==> src/rtl/ctl_regs_pkg.sv <==
package ctl_regs_pkg;
  localparam int unsigned DATA_W     = 32;
  localparam int unsigned IDX_W      = 2;
  localparam int unsigned PAGE_SHIFT = 12;

  // bit positions inside the mode and status word
  localparam int unsigned B_PE = 0;
  localparam int unsigned B_MP = 1;
  localparam int unsigned B_EM = 2;
  localparam int unsigned B_TS = 3;
  localparam int unsigned B_ET = 4;
  localparam int unsigned B_PG = 31;

  typedef enum logic [IDX_W-1:0] {
    SLOT_MODE  = 2'd0,
    SLOT_RSVD  = 2'd1,
    SLOT_FAULT = 2'd2,
    SLOT_PDIR  = 2'd3
  } slot_e;

  typedef struct packed {
    logic pg;
    logic et;
    logic ts;
    logic em;
    logic mp;
    logic pe;
  } mode_t;
endpackage

==> src/rtl/mode_word.sv <==
module mode_word
  import ctl_regs_pkg::*;
#(
  parameter int unsigned DW = DATA_W
) (
  input  logic          clk,
  input  logic          rst_n,
  input  logic          wr,
  input  logic [DW-1:0] wdata,
  input  logic          task_switch,
  output mode_t         mode,
  output logic [DW-1:0] word
);
  mode_t mode_q;

  always_ff @(posedge clk) begin
    if (!rst_n) begin
      mode_q <= '0;
    end else begin
      if (wr) begin
        mode_q.pe <= wdata[B_PE];
        mode_q.mp <= wdata[B_MP];
        mode_q.em <= wdata[B_EM];
        mode_q.ts <= wdata[B_TS];
        mode_q.et <= wdata[B_ET];
        mode_q.pg <= wdata[B_PG];
      end
      if (task_switch) mode_q.ts <= 1'b1;
    end
  end

  always_comb begin
    word       = '0;
    word[B_PE] = mode_q.pe;
    word[B_MP] = mode_q.mp;
    word[B_EM] = mode_q.em;
    word[B_TS] = mode_q.ts;
    word[B_ET] = mode_q.et;
    word[B_PG] = mode_q.pg;
  end

  assign mode = mode_q;


  ts_set_chk: assert property (@(posedge clk) disable iff (!rst_n)
    task_switch |=> mode_q.ts);
endmodule

==> src/rtl/fault_addr_reg.sv <==
module fault_addr_reg #(
  parameter int unsigned DW = 32
) (
  input  logic          clk,
  input  logic          rst_n,
  input  logic          wr,
  input  logic [DW-1:0] wdata,
  input  logic          page_fault,
  input  logic [DW-1:0] fault_lin_addr,
  output logic [DW-1:0] value
);
  logic [DW-1:0] addr_q;

  always_ff @(posedge clk) begin
    if (!rst_n)          addr_q <= '0;
    else if (page_fault) addr_q <= fault_lin_addr;
    else if (wr)         addr_q <= wdata;
  end

  assign value = addr_q;


  fault_capture_chk: assert property (@(posedge clk) disable iff (!rst_n)
    page_fault |=> (addr_q == $past(fault_lin_addr)));
endmodule

==> src/rtl/pdir_base_reg.sv <==
module pdir_base_reg #(
  parameter int unsigned DW    = 32,
  parameter int unsigned SHIFT = 12
) (
  input  logic          clk,
  input  logic          rst_n,
  input  logic          wr,
  input  logic [DW-1:0] wdata,
  output logic [DW-1:0] value
);
  localparam int unsigned HI_W = DW - SHIFT;
  logic [HI_W-1:0] base_q;

  always_ff @(posedge clk) begin
    if (!rst_n)  base_q <= '0;
    else if (wr) base_q <= wdata[DW-1:SHIFT];
  end

  assign value = {base_q, {SHIFT{1'b0}}};
endmodule

==> src/rtl/copro_guard.sv <==
module copro_guard (
  input  logic esc_strobe,
  input  logic ts,
  input  logic em,
  output logic req
);
  always_comb req = esc_strobe && (ts || em);
endmodule

==> src/rtl/cpu_ctl_regs.sv <==
module cpu_ctl_regs
  import ctl_regs_pkg::*;
#(
  parameter int unsigned DW = DATA_W
) (
  input  logic             clk,
  input  logic             rst_n,
  input  logic             wr_en,
  input  logic [IDX_W-1:0] wr_idx,
  input  logic [DW-1:0]    wr_data,
  input  logic [IDX_W-1:0] rd_idx,
  output logic [DW-1:0]    rd_data,
  input  logic             task_switch,
  input  logic             page_fault,
  input  logic [DW-1:0]    fault_lin_addr,
  input  logic             esc_strobe,
  output logic             prot_en,
  output logic             paging_en,
  output logic             cop_unavail
);
  mode_t         mode;
  logic [DW-1:0] mode_val, fault_val, pdir_val;

  logic wr_mode, wr_fault, wr_pdir;
  assign wr_mode  = wr_en && (slot_e'(wr_idx) == SLOT_MODE);
  assign wr_fault = wr_en && (slot_e'(wr_idx) == SLOT_FAULT);
  assign wr_pdir  = wr_en && (slot_e'(wr_idx) == SLOT_PDIR);

  mode_word #(.DW(DW)) u_mode (
    .clk(clk), .rst_n(rst_n), .wr(wr_mode), .wdata(wr_data),
    .task_switch(task_switch), .mode(mode), .word(mode_val)
  );

  fault_addr_reg #(.DW(DW)) u_fault (
    .clk(clk), .rst_n(rst_n), .wr(wr_fault), .wdata(wr_data),
    .page_fault(page_fault), .fault_lin_addr(fault_lin_addr), .value(fault_val)
  );

  pdir_base_reg #(.DW(DW), .SHIFT(PAGE_SHIFT)) u_pdir (
    .clk(clk), .rst_n(rst_n), .wr(wr_pdir), .wdata(wr_data), .value(pdir_val)
  );

  copro_guard u_guard (
    .esc_strobe(esc_strobe), .ts(mode.ts), .em(mode.em), .req(cop_unavail)
  );

  always_comb begin
    unique case (slot_e'(rd_idx))
      SLOT_MODE:  rd_data = mode_val;
      SLOT_FAULT: rd_data = fault_val;
      SLOT_PDIR:  rd_data = pdir_val;
      default:    rd_data = '0;
    endcase
  end

  assign prot_en   = mode.pe;
  assign paging_en = mode.pg;


  rsvd_zero_chk: assert property (@(posedge clk) disable iff (!rst_n)
    (slot_e'(rd_idx) == SLOT_RSVD) |-> (rd_data == '0));


  pdir_align_chk: assert property (@(posedge clk) disable iff (!rst_n)
    (slot_e'(rd_idx) == SLOT_PDIR) |-> (rd_data[PAGE_SHIFT-1:0] == '0));


  req_pulse_chk: assert property (@(posedge clk) disable iff (!rst_n)
    !esc_strobe |-> !cop_unavail);


  em_trap_chk: assert property (@(posedge clk) disable iff (!rst_n)
    (esc_strobe && (slot_e'(rd_idx) == SLOT_MODE) && rd_data[B_EM]) |-> cop_unavail);
endmodule

==> config.mk <==
export PLATFORM = sky130hd
export DESIGN_NAME = cpu_ctl_regs
export DESIGN_NICKNAME = d
export VERILOG_FILES = /design/src/rtl/ctl_regs_pkg.sv /design/src/rtl/mode_word.sv /design/src/rtl/fault_addr_reg.sv /design/src/rtl/pdir_base_reg.sv /design/src/rtl/copro_guard.sv /design/src/rtl/cpu_ctl_regs.sv
export SDC_FILE = /design/constraint.sdc
export NUM_CORES = 1
export LEC_CHECK = 0
export ABC_AREA = 1
export BUFFER_PORTS_ARGS = -buffer_cell sky130_fd_sc_hd__buf_2
export CAP_MARGIN = 20
export CORE_UTILIZATION = 53
export DETAILED_ROUTE_END_ITERATION = 16
export GPL_ROUTABILITY_DRIVEN = 0
export GPL_TIMING_DRIVEN = 1
export PLACE_DENSITY = 0.88
export SLEW_MARGIN = 15
export SYNTH_ARGS = -nofsm -noshare
export SYNTH_HDL_FRONTEND = slang
export SYNTH_SLANG_ARGS = --single-unit
==> constraint.sdc <==
create_clock -name clk -period 2.1 [get_ports clk]
set_input_delay 0.42 -clock clk [delete_from_list [all_inputs] [get_ports clk]]
set_output_delay 0.42 -clock clk [all_outputs]
set_load 0.005 [all_outputs]
==> results.md <==
* CP top delay family: compound AO/OA/AOI/OAI gates
* Pin count of the biggest net entering global routing at between 40 and 50
* Clk root buf: clkbuf_8
* Layout cells sized above 1 at roughly 24%
* Final Skew at 0 ns
* R2r setup slk at 1.42 ns
* RSZ-0062 raised after global routing: false
* # clock sinks at 58
* Slowest-stage cell, CP: o21ai_0
* Cell depth of the worst setup path at 4
* Vias in the first global route at 2923
* Commonest non-fill, non-tap cell in the layout: nand2_1
* Port Buffers at 108
* Post-DP Area at roughly 3400 um2
* CP bufs+invs at 2
* Worst skew pair latency at around 0.33 ns
* GRT Residual Overflow at 0
* Via density at approximately 5.2
* R2R Path End: u_fault.value[1]
* Hold_buf cts at 0
* Mapped Nets at around 520
* Post-layout util at a little under 70%
* Final period util at 88.5%
* Rows at 26
* Status: finished, final reports clean
* Max Cap Viol at 0
* Share of the yosys chip area belonging to registers at approximately two fifths
* Core area at about 5200 um2
* DRC viols at 0
* Hold endpoint: u_mode.mode[1]
* Fin. max-slew vios at 0
* Worst R2R Start: u_fault.value[1]
* Synthesized area per cell at approximately 6.5 um2
* IO Pins at approximately 110
* Relative slew margins at between 30% and 40%
* HPWL Detailed at ~5100 um
* Minimum clock period at 1.86 ns
* Final-report hold violation count at 0
* N_diodes at 0
* Area Overhead vs Synth at 23.2%
* Clk pin slew, worst setup/hold paths at 0.06 ns
* Crit. End Element: output pin
* CTS tree: built
* First DRT Iteration DRCs at approximately 250
* DRT Pass-1 Iters at 7
* FMAX at between 500 and 600 MHz
* Number of buffers created by CTS at 9
* Overall Global Routing Usage at between 20 and 30%
* Mapped Cells at roughly 450
* Postcts setup bufs at 0
* Total number of vias at 3231
* Clock buffer depth at 2
* Initial antenna violation count at 0
* CP arrival at roughly 1.4 ns
* Post-CTS resize count at 0
* Seq cells post-synth at 58
* Die Y at 76.2 um
* Final Setup Violations at 0
* H-tree depth at 3
* Maximum vdd drop at 429 uV
* Tot Pwr at between 2000 and 3000 uW
* DRT antenna net count at 0
* Post-Route WL at approximately 7600 um
* CP max FO at 20
* First-pass GRT wire length at ~13000 um
* Most frequent cells in the layout: nand2_1 (144), buf_2 (108), nand3_1 (60)
* Cell variety after synth at 20
* Die X at 76.2 um
* WS Path Type: primary input to output pin
* Fin area at around 3600 um2
* Largest stage delay on the critical path at roughly 0.38 ns
* Fin nets at 615
* Static Leakage at around 0.0018 uW
* CP Launch Type: primary input
* CP most frequent cell: buf_2
* CP required at approximately 1.7 ns
* Hold path start: wr_data[1]
* Crit-path cells: buf_2 > nand2_1 > o21ai_0 > buf_2
* Average wire per cell in the routed design at about 12 um
* Die footprint at 5810 um2
* Setup TNS at 0 ns
* Synthesized cell area at about 2900 um2
* PD cells at between 700 and 800 nW/um2
* Initial Util at a little under three fifths
* Worst Tran Pin Value at about 1.0 ns
* Ys Warns at 0
* Worst Hold Depth at 3
* Path depth of the worst reg2reg path at 2
* Hold Path Class: primary input to flip-flop
[kinds of logic after synthesis]
logic type / Yosys count / share of synthesized area, %
DFF: 58 / 39.8
buffers and inverters: 67 / 11.4
and+or+nand+nor: 225 / 31.8
AOI/OAI and AO/OA: 98 / 17.0
[per-layer routing]
metal	share of wire [%]	track usage, %	vias to the layer above	routed length, um
li1	-	-	1633	-
met1	43	35.1	1432	3290
met2	48	45.5	153	3610
met3	7.2	4.55	13	546
met4	1.8	11.7	0	138
met5	0	0	-	0
[how the worst max path moves through the flow]
stage	end	startpoint	slack (ns)
after global placement	rd_data[12]	rd_idx[0]	0.33
final	rd_data[12]	rd_idx[0]	0.24
after detailed placement	rd_data[12]	rd_idx[0]	0.29
after global routing	rd_data[17]	rd_idx[0]	0.15
after floorplan	rd_data[22]	rd_idx[1]	0.63
after CTS	rd_data[17]	rd_idx[0]	0.26
[layout make-up]
cell class | count | area (um2)
Clock buffer | 14 | 163
Clock inverter | 2 | 35.0
Fill cell | 446 | 1610
Inverter | 34 | 133
Multi-Input combinational cell | 323 | 1420
Sequential cell | 58 | 1160
Tap cell | 70 | 87.6
Timing Repair Buffer | 115 | 593
[per-stage QoR]
step,worst slack (ns),hold slack (ns),instances
4_1_cts,0.264,0.357,616
6_report,0.241,0.363,616
5_1_grt,0.147,0.383,616
2_1_floorplan,0.628,0.425,448
3_5_place_dp,0.293,0.439,600
3_3_place_gp,0.328,0.432,600
[synth_stat cells]
cell | number | area share [%]
a21oi_1 | 52 | 8.9
buf_2 | 10 | 1.7
buf_4 | 6 | 1.5
buf_6 | 4 | 1.5
buf_8 | 1 | 0.51
clkbuf_1 | 12 | 1.5
clkinv_1 | 1 | 0.13
clkinv_4 | 1 | 0.30
dfxtp_1 | 58 | 40
inv_1 | 31 | 4.0
inv_2 | 1 | 0.13
nand2_1 | 144 | 19
nand2_2 | 1 | 0.21
nand3_1 | 60 | 10
nand3_2 | 1 | 0.34
nor2_1 | 19 | 2.4
o211ai_1 | 1 | 0.26
o21a_1 | 1 | 0.26
o21ai_0 | 24 | 4.1
o21ai_1 | 20 | 3.4
[worst min-delay path: stages]
cell and delay (ns):
buf_2 0.09, o21ai_0 0.08, nor2_1 0.08
[power by group]
part           switching [uW]  total [uW]  leakage, uW  internal [uW]
sequential               30.0        1200     0.000477           1170
combinational             234         390      0.00119            156
clock                     417        1030     0.000101            612
total                     681        2620      0.00177           1940
[sequential cells by signal, indices dropped and copies added, names as in the netlist]
register / cells
u_pdir.base_q: 20
u_fault.value: 32
u_mode.mode: 6
Power figures use the tool's default switching activity.
